`config.mk`:
```
export PLATFORM = sky130hd
export DESIGN_NAME = mmbus_sequencer
export DESIGN_NICKNAME = d
export VERILOG_FILES = /design/src/rtl/mmbus_pkg.sv /design/src/rtl/mmbus_tstate_fsm.sv /design/src/rtl/mmbus_req_latch.sv /design/src/rtl/mmbus_pin_drive.sv /design/src/rtl/mmbus_sequencer.sv
export SDC_FILE = /design/constraint.sdc
export NUM_CORES = 1
export LEC_CHECK = 0
export ABC_CLOCK_PERIOD_IN_PS = 2700
export BUFFER_PORTS_ARGS = -buffer_cell sky130_fd_sc_hd__clkbuf_2
export CORE_UTILIZATION = 35
export CTS_CLUSTER_DIAMETER = 150
export DETAILED_ROUTE_END_ITERATION = 8
export MAX_ROUTING_LAYER = met4
export SETUP_SLACK_MARGIN = 0.02
export SLEW_MARGIN = 40
export SYNTH_ARGS = -nofsm -noshare
export SYNTH_HDL_FRONTEND = slang
export SYNTH_SLANG_ARGS = --single-unit
```
`constraint.sdc`:
```
create_clock -name clk -period 2.7 [get_ports clk]
set_clock_uncertainty 0.05 [all_clocks]
set_input_delay 0.81 -clock clk [delete_from_list [all_inputs] [get_ports clk]]
set_output_delay 0.81 -clock clk [all_outputs]
set_load 0.1 [all_outputs]
```
`src/rtl/mmbus_pkg.sv`:
```
// Package: shared bus-state type and segment code values for the
// bus cycle sequencer. Assumes one bus state per clock.
package mmbus_pkg;

    typedef enum logic [2:0] {
        TS_IDLE = 3'd0,
        TS_T1   = 3'd1,
        TS_T2   = 3'd2,
        TS_T3   = 3'd3,
        TS_TW   = 3'd4,
        TS_T4   = 3'd5
    } tstate_e;

    localparam logic [1:0] SEG_EXTRA = 2'b00;
    localparam logic [1:0] SEG_STACK = 2'b01;
    localparam logic [1:0] SEG_CODE  = 2'b10;
    localparam logic [1:0] SEG_DATA  = 2'b11;

    // True in the states where a read or write strobe is active.
    function automatic logic in_strobe(tstate_e s);
        return (s == TS_T2) || (s == TS_T3) || (s == TS_TW);
    endfunction

    // True from T2 to T4, when the upper nibble carries status.
    function automatic logic in_status(tstate_e s);
        return (s == TS_T2) || (s == TS_T3) || (s == TS_TW) || (s == TS_T4);
    endfunction

endpackage

```
`src/rtl/mmbus_tstate_fsm.sv`:
```
// Module: bus state sequencer. It steps IDLE->T1->T2->T3->(TW*)->T4->IDLE,
// sampling ready at the end of T3 and each TW. It assumes the requester
// holds its request until accept is seen.
module mmbus_tstate_fsm
    import mmbus_pkg::*;
(
    input  logic    clk,
    input  logic    rst_n,
    input  logic    req_valid,
    input  logic    ready,
    output tstate_e state,
    output logic    accept,
    output logic    capture,
    output logic    done
);

    tstate_e state_nx;

    // Handshake and capture strobes decoded from the current state.
    always_comb begin
        accept  = (state == TS_IDLE) && req_valid;
        capture = ((state == TS_T3) || (state == TS_TW)) && ready;
        done    = (state == TS_T4);
    end

    // Next-state selection.
    always_comb begin
        state_nx = state;
        unique case (state)
            TS_IDLE: if (req_valid) state_nx = TS_T1;
            TS_T1:   state_nx = TS_T2;
            TS_T2:   state_nx = TS_T3;
            TS_T3:   state_nx = ready ? TS_T4 : TS_TW;
            TS_TW:   state_nx = ready ? TS_T4 : TS_TW;
            TS_T4:   state_nx = TS_IDLE;
            default: state_nx = TS_IDLE;
        endcase
    end

    // State register with synchronous reset.
    always_ff @(posedge clk) begin
        if (!rst_n) state <= TS_IDLE;
        else        state <= state_nx;
    end

    // a low ready at the end of a wait state keeps the wait state.
    p_wait_hold_r8: assert property (@(posedge clk) disable iff (!rst_n)
        (state == TS_TW && !ready) |=> (state == TS_TW));

    // a high ready at the end of T3 goes straight to T4.
    p_no_wait_r8: assert property (@(posedge clk) disable iff (!rst_n)
        (state == TS_T3 && ready) |=> (state == TS_T4));

    // completion is a single-cycle pulse.
    p_done_pulse_r10: assert property (@(posedge clk) disable iff (!rst_n)
        done |=> !done);

endmodule

```
`src/rtl/mmbus_req_latch.sv`:
```
// Module: request and read-data holding registers. It captures the
// request fields on accept and the bus data on capture. It assumes accept
// only occurs while idle, so the fields stay constant for the whole cycle.
module mmbus_req_latch #(
    parameter int ADDR_W = 20,
    parameter int DATA_W = 16
) (
    input  logic              clk,
    input  logic              rst_n,
    input  logic              accept,
    input  logic              capture,
    input  logic [ADDR_W-1:0] req_addr,
    input  logic [DATA_W-1:0] req_wdata,
    input  logic              req_write,
    input  logic              req_mem,
    input  logic              req_hi,
    input  logic [1:0]        req_seg,
    input  logic              req_ie,
    input  logic [DATA_W-1:0] ad_in,
    output logic [ADDR_W-1:0] lat_addr,
    output logic [DATA_W-1:0] lat_wdata,
    output logic              lat_write,
    output logic              lat_mem,
    output logic              lat_hi,
    output logic [1:0]        lat_seg,
    output logic              lat_ie,
    output logic [DATA_W-1:0] rdata
);

    // Hold the request for the duration of the bus cycle.
    always_ff @(posedge clk) begin
        if (!rst_n) begin
            lat_addr  <= '0;
            lat_wdata <= '0;
            lat_write <= 1'b0;
            lat_mem   <= 1'b0;
            lat_hi    <= 1'b0;
            lat_seg   <= '0;
            lat_ie    <= 1'b0;
        end else if (accept) begin
            lat_addr  <= req_addr;
            lat_wdata <= req_wdata;
            lat_write <= req_write;
            lat_mem   <= req_mem;
            lat_hi    <= req_hi;
            lat_seg   <= req_seg;
            lat_ie    <= req_ie;
        end
    end

    // Sample the bus at the edge that closes the last strobed read state.
    always_ff @(posedge clk) begin
        if (!rst_n)                    rdata <= '0;
        else if (capture && !lat_write) rdata <= ad_in;
    end

endmodule

```
`src/rtl/mmbus_pin_drive.sv`:
```
// Module: pin decoder. It maps the bus state and latched request onto the
// multiplexed pins. It assumes ADDR_W - DATA_W is 4, so the upper nibble
// carries both the address high bits and the status code.
module mmbus_pin_drive
    import mmbus_pkg::*;
#(
    parameter int ADDR_W = 20,
    parameter int DATA_W = 16
) (
    input  logic                     clk,
    input  logic                     rst_n,
    input  tstate_e                  state,
    input  logic [ADDR_W-1:0]        lat_addr,
    input  logic [DATA_W-1:0]        lat_wdata,
    input  logic                     lat_write,
    input  logic                     lat_mem,
    input  logic                     lat_hi,
    input  logic [1:0]               lat_seg,
    input  logic                     lat_ie,
    output logic [DATA_W-1:0]        ad_out,
    output logic                     ad_oe,
    output logic [ADDR_W-DATA_W-1:0] as_out,
    output logic                     ale,
    output logic                     rd_n,
    output logic                     wr_n,
    output logic                     m_io,
    output logic                     dt_r,
    output logic                     den_n,
    output logic                     bhe_n
);

    localparam int HI_W = ADDR_W - DATA_W;

    logic [HI_W-1:0] status_code;
    logic            active;

    // Build the status nibble: top bit 0, then IE, then the segment code.
    always_comb begin
        status_code         = '0;
        status_code[1:0]    = lat_seg;
        status_code[HI_W-2] = lat_ie;
        status_code[HI_W-1] = 1'b0;
    end

    // Decode the bus pins from the state and the latched request.
    always_comb begin
        active = (state != TS_IDLE);
        ale    = (state == TS_T1);
        ad_out = '0;
        ad_oe  = 1'b0;
        as_out = '0;
        if (state == TS_T1) begin
            ad_out = lat_addr[DATA_W-1:0];
            ad_oe  = 1'b1;
            as_out = lat_addr[ADDR_W-1:DATA_W];
        end else if (in_status(state)) begin
            as_out = status_code;
            if (lat_write) begin
                ad_out = lat_wdata;
                ad_oe  = 1'b1;
            end
        end
        rd_n  = !(in_strobe(state) && !lat_write);
        wr_n  = !(in_strobe(state) && lat_write);
        den_n = !in_strobe(state);
        m_io  = active && lat_mem;
        dt_r  = active && lat_write;
        bhe_n = !(active && lat_hi);
    end

    // the two strobes never overlap.
    p_strobe_excl_r6: assert property (@(posedge clk) disable iff (!rst_n)
        !(!rd_n && !wr_n));

    // the latch strobe lasts a single clock.
    p_ale_single_r2: assert property (@(posedge clk) disable iff (!rst_n)
        ale |=> !ale);

    // the data buffers stay off during the address phase.
    p_den_quiet_ale_r9: assert property (@(posedge clk) disable iff (!rst_n)
        ale |-> den_n);

    // the direction is settled before the buffers are enabled.
    p_dtr_stable_r9: assert property (@(posedge clk) disable iff (!rst_n)
        !den_n |-> $stable(dt_r));

    // the memory select holds while a strobe is active.
    p_mio_stable_r7: assert property (@(posedge clk) disable iff (!rst_n)
        (!rd_n || !wr_n) |-> $stable(m_io));

    // the address phase drives the low bus lines.
    p_ale_drives_r2: assert property (@(posedge clk) disable iff (!rst_n)
        ale |-> (ad_oe && rd_n && wr_n));

endmodule

```
`src/rtl/mmbus_sequencer.sv`:
```
// Module: top of the bus cycle sequencer. It takes one request at a time
// and plays it out as a T1..T4 cycle on the multiplexed bus, stretched
// by ready. It assumes a 20-bit address over a 16-bit data bus by default.
module mmbus_sequencer
    import mmbus_pkg::*;
#(
    parameter int ADDR_W = 20,
    parameter int DATA_W = 16
) (
    input  logic                     clk,
    input  logic                     rst_n,
    input  logic                     req_valid,
    output logic                     req_ready,
    input  logic [ADDR_W-1:0]        req_addr,
    input  logic [DATA_W-1:0]        req_wdata,
    input  logic                     req_write,
    input  logic                     req_mem,
    input  logic                     req_hi,
    input  logic [1:0]               req_seg,
    input  logic                     req_ie,
    output logic                     done,
    output logic [DATA_W-1:0]        rdata,
    output logic [DATA_W-1:0]        ad_out,
    output logic                     ad_oe,
    input  logic [DATA_W-1:0]        ad_in,
    output logic [ADDR_W-DATA_W-1:0] as_out,
    output logic                     ale,
    output logic                     rd_n,
    output logic                     wr_n,
    output logic                     m_io,
    output logic                     dt_r,
    output logic                     den_n,
    output logic                     bhe_n,
    input  logic                     ready
);

    tstate_e           state;
    logic              accept;
    logic              capture;
    logic [ADDR_W-1:0] lat_addr;
    logic [DATA_W-1:0] lat_wdata;
    logic              lat_write;
    logic              lat_mem;
    logic              lat_hi;
    logic [1:0]        lat_seg;
    logic              lat_ie;

    // Free to accept only while idle.
    always_comb req_ready = (state == TS_IDLE);

    mmbus_tstate_fsm u_fsm (
        .clk       (clk),
        .rst_n     (rst_n),
        .req_valid (req_valid),
        .ready     (ready),
        .state     (state),
        .accept    (accept),
        .capture   (capture),
        .done      (done)
    );

    mmbus_req_latch #(.ADDR_W(ADDR_W), .DATA_W(DATA_W)) u_latch (
        .clk       (clk),
        .rst_n     (rst_n),
        .accept    (accept),
        .capture   (capture),
        .req_addr  (req_addr),
        .req_wdata (req_wdata),
        .req_write (req_write),
        .req_mem   (req_mem),
        .req_hi    (req_hi),
        .req_seg   (req_seg),
        .req_ie    (req_ie),
        .ad_in     (ad_in),
        .lat_addr  (lat_addr),
        .lat_wdata (lat_wdata),
        .lat_write (lat_write),
        .lat_mem   (lat_mem),
        .lat_hi    (lat_hi),
        .lat_seg   (lat_seg),
        .lat_ie    (lat_ie),
        .rdata     (rdata)
    );

    mmbus_pin_drive #(.ADDR_W(ADDR_W), .DATA_W(DATA_W)) u_pins (
        .clk       (clk),
        .rst_n     (rst_n),
        .state     (state),
        .lat_addr  (lat_addr),
        .lat_wdata (lat_wdata),
        .lat_write (lat_write),
        .lat_mem   (lat_mem),
        .lat_hi    (lat_hi),
        .lat_seg   (lat_seg),
        .lat_ie    (lat_ie),
        .ad_out    (ad_out),
        .ad_oe     (ad_oe),
        .as_out    (as_out),
        .ale       (ale),
        .rd_n      (rd_n),
        .wr_n      (wr_n),
        .m_io      (m_io),
        .dt_r      (dt_r),
        .den_n     (den_n),
        .bhe_n     (bhe_n)
    );

    // a completed cycle returns to idle on the next clock.
    p_done_then_ready_r10: assert property (@(posedge clk) disable iff (!rst_n)
        done |=> req_ready);

    // no cycle starts when no request was offered.
    p_no_spurious_r1: assert property (@(posedge clk) disable iff (!rst_n)
        (req_ready && !req_valid) |=> !ale);

endmodule

```
==> flow_summary_export.csv <==
group,metric,value,unit
clock_tree,clkTransAtPathRegs,60,ps
route,wl,7.45,mm
layout,final_cell_mix,"145 x nand2_1, 82 x clkbuf_2, 58 x dfxtp_1, 37 x a21boi_0, 27 x buf_12",
timing,setup_viol,0,
timing,hold_viol,0,
grt,grt_pass1_vias,2483,
clock_tree,clock_sinks,61,
route,vias,2655,
timing,fin_crit_sh,98.3,%
synth,ys_seq_area_share,43.5,%
hold_path,hold_end,"u_latch.lat_wdata[8]",
synth,syn_area,2810,µm²
synth,yosysTopAreaCell,"dfxtp_1",
layout,ff_latch_area,1230,µm²
setup_path,crit_chain,"or3b_4 > inv_6 > buf_6 > nand2_1 > a21oi_4 > buf_12",
clock_tree,cts_tree,"done",
layout,final_cells,567,
timing,min_period,2650,ps
setup_path,reg2reg_from,"u_fsm.state[2]",
setup_path,crit_fanout,5,
layout,area_delta_synth_final,53.9,%
pwr,p_leak,1.75,nW
placed_design,place_area,3990,µm²
timing,grt_setup_unrepaired,"yes",
pwr,p_clk_share,25.7,%
clock_tree,cts_root_buf,"clkbuf_8",
layout,diodes,0,
synth,synth_seq_cells,61,
pwr,p_total,2.93,mW
grt,grt_usage,18.8,%
clock_tree,htree_levels,3,
die,ios,108,
setup_path,crit_path_top_delay_cell,"or3b_4",
die,fp.dieArea,8390,µm²
route,drt_iter0_markers,103,
placed_design,dpl.hpwl,5.13,mm
placed_design,dp_worst_setup_slack,270,ps
setup_path,slowest_delay,420,ps
die,start_util,36.4,%
route,firstDrtPassIters,4,
timing,maxSlewHeadroom,53.2,%
setup_path,crit_arrival,1790,ps
flow_run,max_cap_violations,0,
pwr,switching_share,39.0,%
setup_path,required,1840,ps
layout,fillerInstances,738,
pwr,power_density,677,nW/µm²
route,via_per_inst,4.68,
timing,slew_viol_final,0,
grt,grt_pass1_wl,12.0,mm
grt,antenna_found_initial,0,
layout,layout-drive-gt1-share,40.9,%
synth,synth_nets,409,
layout,layout_commonest_cell,"nand2_1",
hold_path,min_from,"u_latch.lat_wdata[8]",
layout,postLayoutCellArea,4320,µm²
clock_tree,insertion_delay,340,ps
pwr,intPower,1.79,mW
clock_tree,cts_buffers,9,
route,ant_nets,0,
grt,grt_start_max_net_pins,50,
layout,final_nets,523,
route,post-route-drc-count,0,
timing,fmax,377,MHz
setup_path,r2r_slack,720,ps
die,core-area,7730,µm²
synth,yosysTopAreaCellShare,43.5,%
layout,multi_input_area,1640,µm²
die,die_w,91.6,µm
die,die_h,91.6,µm
hold_path,hold_depth,2,
timing,setup_ws,46.5,ps
setup_path,critPathKind,"flip-flop to output port",
hold_path,hold_class,"flip-flop to flip-flop",
outcome,status,"completed",
placed_design,dp.cells,546,
timing,tns,0,ps
synth,yosysUniqueCellTypes,35,
synth,ys_top_cells_by_area,"dfxtp_1 43%, nand2_1 20%, a21boi_0 9.9%, mux2i_1 6.1%, a21oi_1 3.0%",
setup_path,r2r_cells,5,
timing,worst_slew_pin_slew,701,ps
grt,overflow,0,
setup_path,cp-start-kind,"flip-flop",
placed_design,port_buffers,107,
setup_path,end_kind,"output port",
setup_path,r2r_end,"u_latch.lat_wdata[2]",
synth,synth_cells,347,
die,placementRows,32,
route,wl_per_cell,13.1,µm
synth,syn_avg_cell_area,8.09,µm²
pwr,comb_power_share,39.0,%
placed_design,gp_congestion,0.812,
pwr,ir_drop,0.524,mV
pwr,p_sw,1.14,mW
synth,yosys_warnings,0,
clock_tree,clockBufferDepth,2,
pwr,pwr-share-seq,35.3,%
## cell usage after synthesis
| library cell | number |
|---|---|
| a21oi_4 | 1 |
| mux2i_1 | 17 |
| nand2_1 | 151 |
| buf_6 | 7 |
| or3b_2 | 1 |
| dlygate4sd1_1 | 2 |
| a21o_1 | 1 |
| nor3_1 | 1 |
| o21ai_0 | 2 |
| or4b_2 | 1 |
| buf_12 | 1 |
| xnor2_1 | 1 |
| or3b_4 | 1 |
| a21oi_1 | 17 |
| and3b_2 | 1 |
| dfxtp_1 | 61 |
| a21boi_0 | 37 |
| nand3b_1 | 1 |
| and2_1 | 1 |
| nand2b_1 | 1 |
| or2_2 | 2 |
| and2_2 | 1 |
| buf_2 | 6 |
| a2bb2oi_1 | 1 |
| nor4b_4 | 1 |
| a22o_1 | 2 |
| o21bai_1 | 1 |
| buf_4 | 2 |
| nor3b_1 | 2 |
| a21boi_1 | 7 |
| nor2_1 | 1 |
| clkbuf_1 | 8 |
| nor2b_1 | 4 |
| or2b_1 | 1 |
| inv_1 | 2 |
## cell type report
cell class | count | share of cell area [%]
Tap cell | 102 | 2.95
Clock buffer | 14 | 3.99
Timing Repair Buffer | 129 | 26.2
Inverter | 2 | 0.289
Clock inverter | 1 | 0.116
Sequential cell | 61 | 28.5
Multi-Input combinational cell | 258 | 38.0
## worst max-delay path: cells and delay by family (launching register included)
kind / cells / cell delay, ps
buffers and inverters: 3 / 440
AOI/OAI and AO/OA: 1 / 150
and+or+nand+nor: 2 / 510
DFF: 1 / 360
## power by group through the flow
| stage | Sequential, mW | Clock [mW] | Combinational, mW |
|---|---|---|---|
| floorplan | 1.09 | 0 | 0.742 |
| global placement | 1.05 | 0 | 1.06 |
| detailed placement | 1.05 | 0 | 1.07 |
| CTS | 1.03 | 0.772 | 1.11 |
| global route | 1.04 | 0.813 | 1.21 |
| finish | 1.03 | 0.754 | 1.14 |
## flip-flops by register name, indices dropped and copies added, names as in the netlist
| name | flops |
|---|---|
| u_fsm.state | 3 |
| u_latch.lat_seg | 2 |
| u_latch.lat_mem | 1 |
| u_latch.lat_addr | 20 |
| u_latch.lat_write | 1 |
| u_latch.lat_hi | 1 |
| u_latch.rdata | 16 |
| u_latch.lat_wdata | 16 |
| u_latch.lat_ie | 1 |
## routing by layer
layer,wire length [µm],vias up,GRT usage [%]
met5,0,-,-
met4,141,0,8.33
met3,218,12,3.02
met2,3670,56,30.8
met1,3420,1237,22.7
li1,-,1350,-
## worst max-delay path by stage
stage	from	end	slack [ps]	depth (start not counted)
after floorplan	u_fsm.state[1]	as_out[1]	-230	4
after global placement	u_fsm.state[2]	ad_out[2]	290	5
after detailed placement	u_fsm.state[2]	ad_out[3]	270	5
after CTS	u_fsm.state[2]	ad_out[3]	10	6
after global routing	u_fsm.state[2]	ad_out[5]	-9	6
final	u_fsm.state[2]	ad_out[8]	50	6
## cell families after synthesis
| kind of cell | share of synthesized area (%) |
|---|---|
| AND/OR/NAND/NOR | 25.9 |
| AO/OA/AOI/OAI | 17.2 |
| flip-flops | 43.5 |
| buffers and inverters | 7.08 |
| multiplexers | 6.06 |
| XOR/XNOR | 0.312 |
## per-stage QoR
step / utilization [%] / hold WS [ps]
3_5_place_dp: 51.6 / 399
3_3_place_gp: 51.6 / 391
2_1_floorplan: - / 385
5_1_grt: 55.9 / 424
6_report: 55.9 / 406
4_1_cts: 54.8 / 408
## repair_timing
action | in CTS | in global routing
setup buffers | 3 | 2
pin swaps | 1 | 2
cloned | 0 | 1
hold buffers | 0 | 0
endpoints found under the setup margin | 19 | 11
resized for setup | 11 | 12
Note: power is estimated with default switching activity, not from simulation.
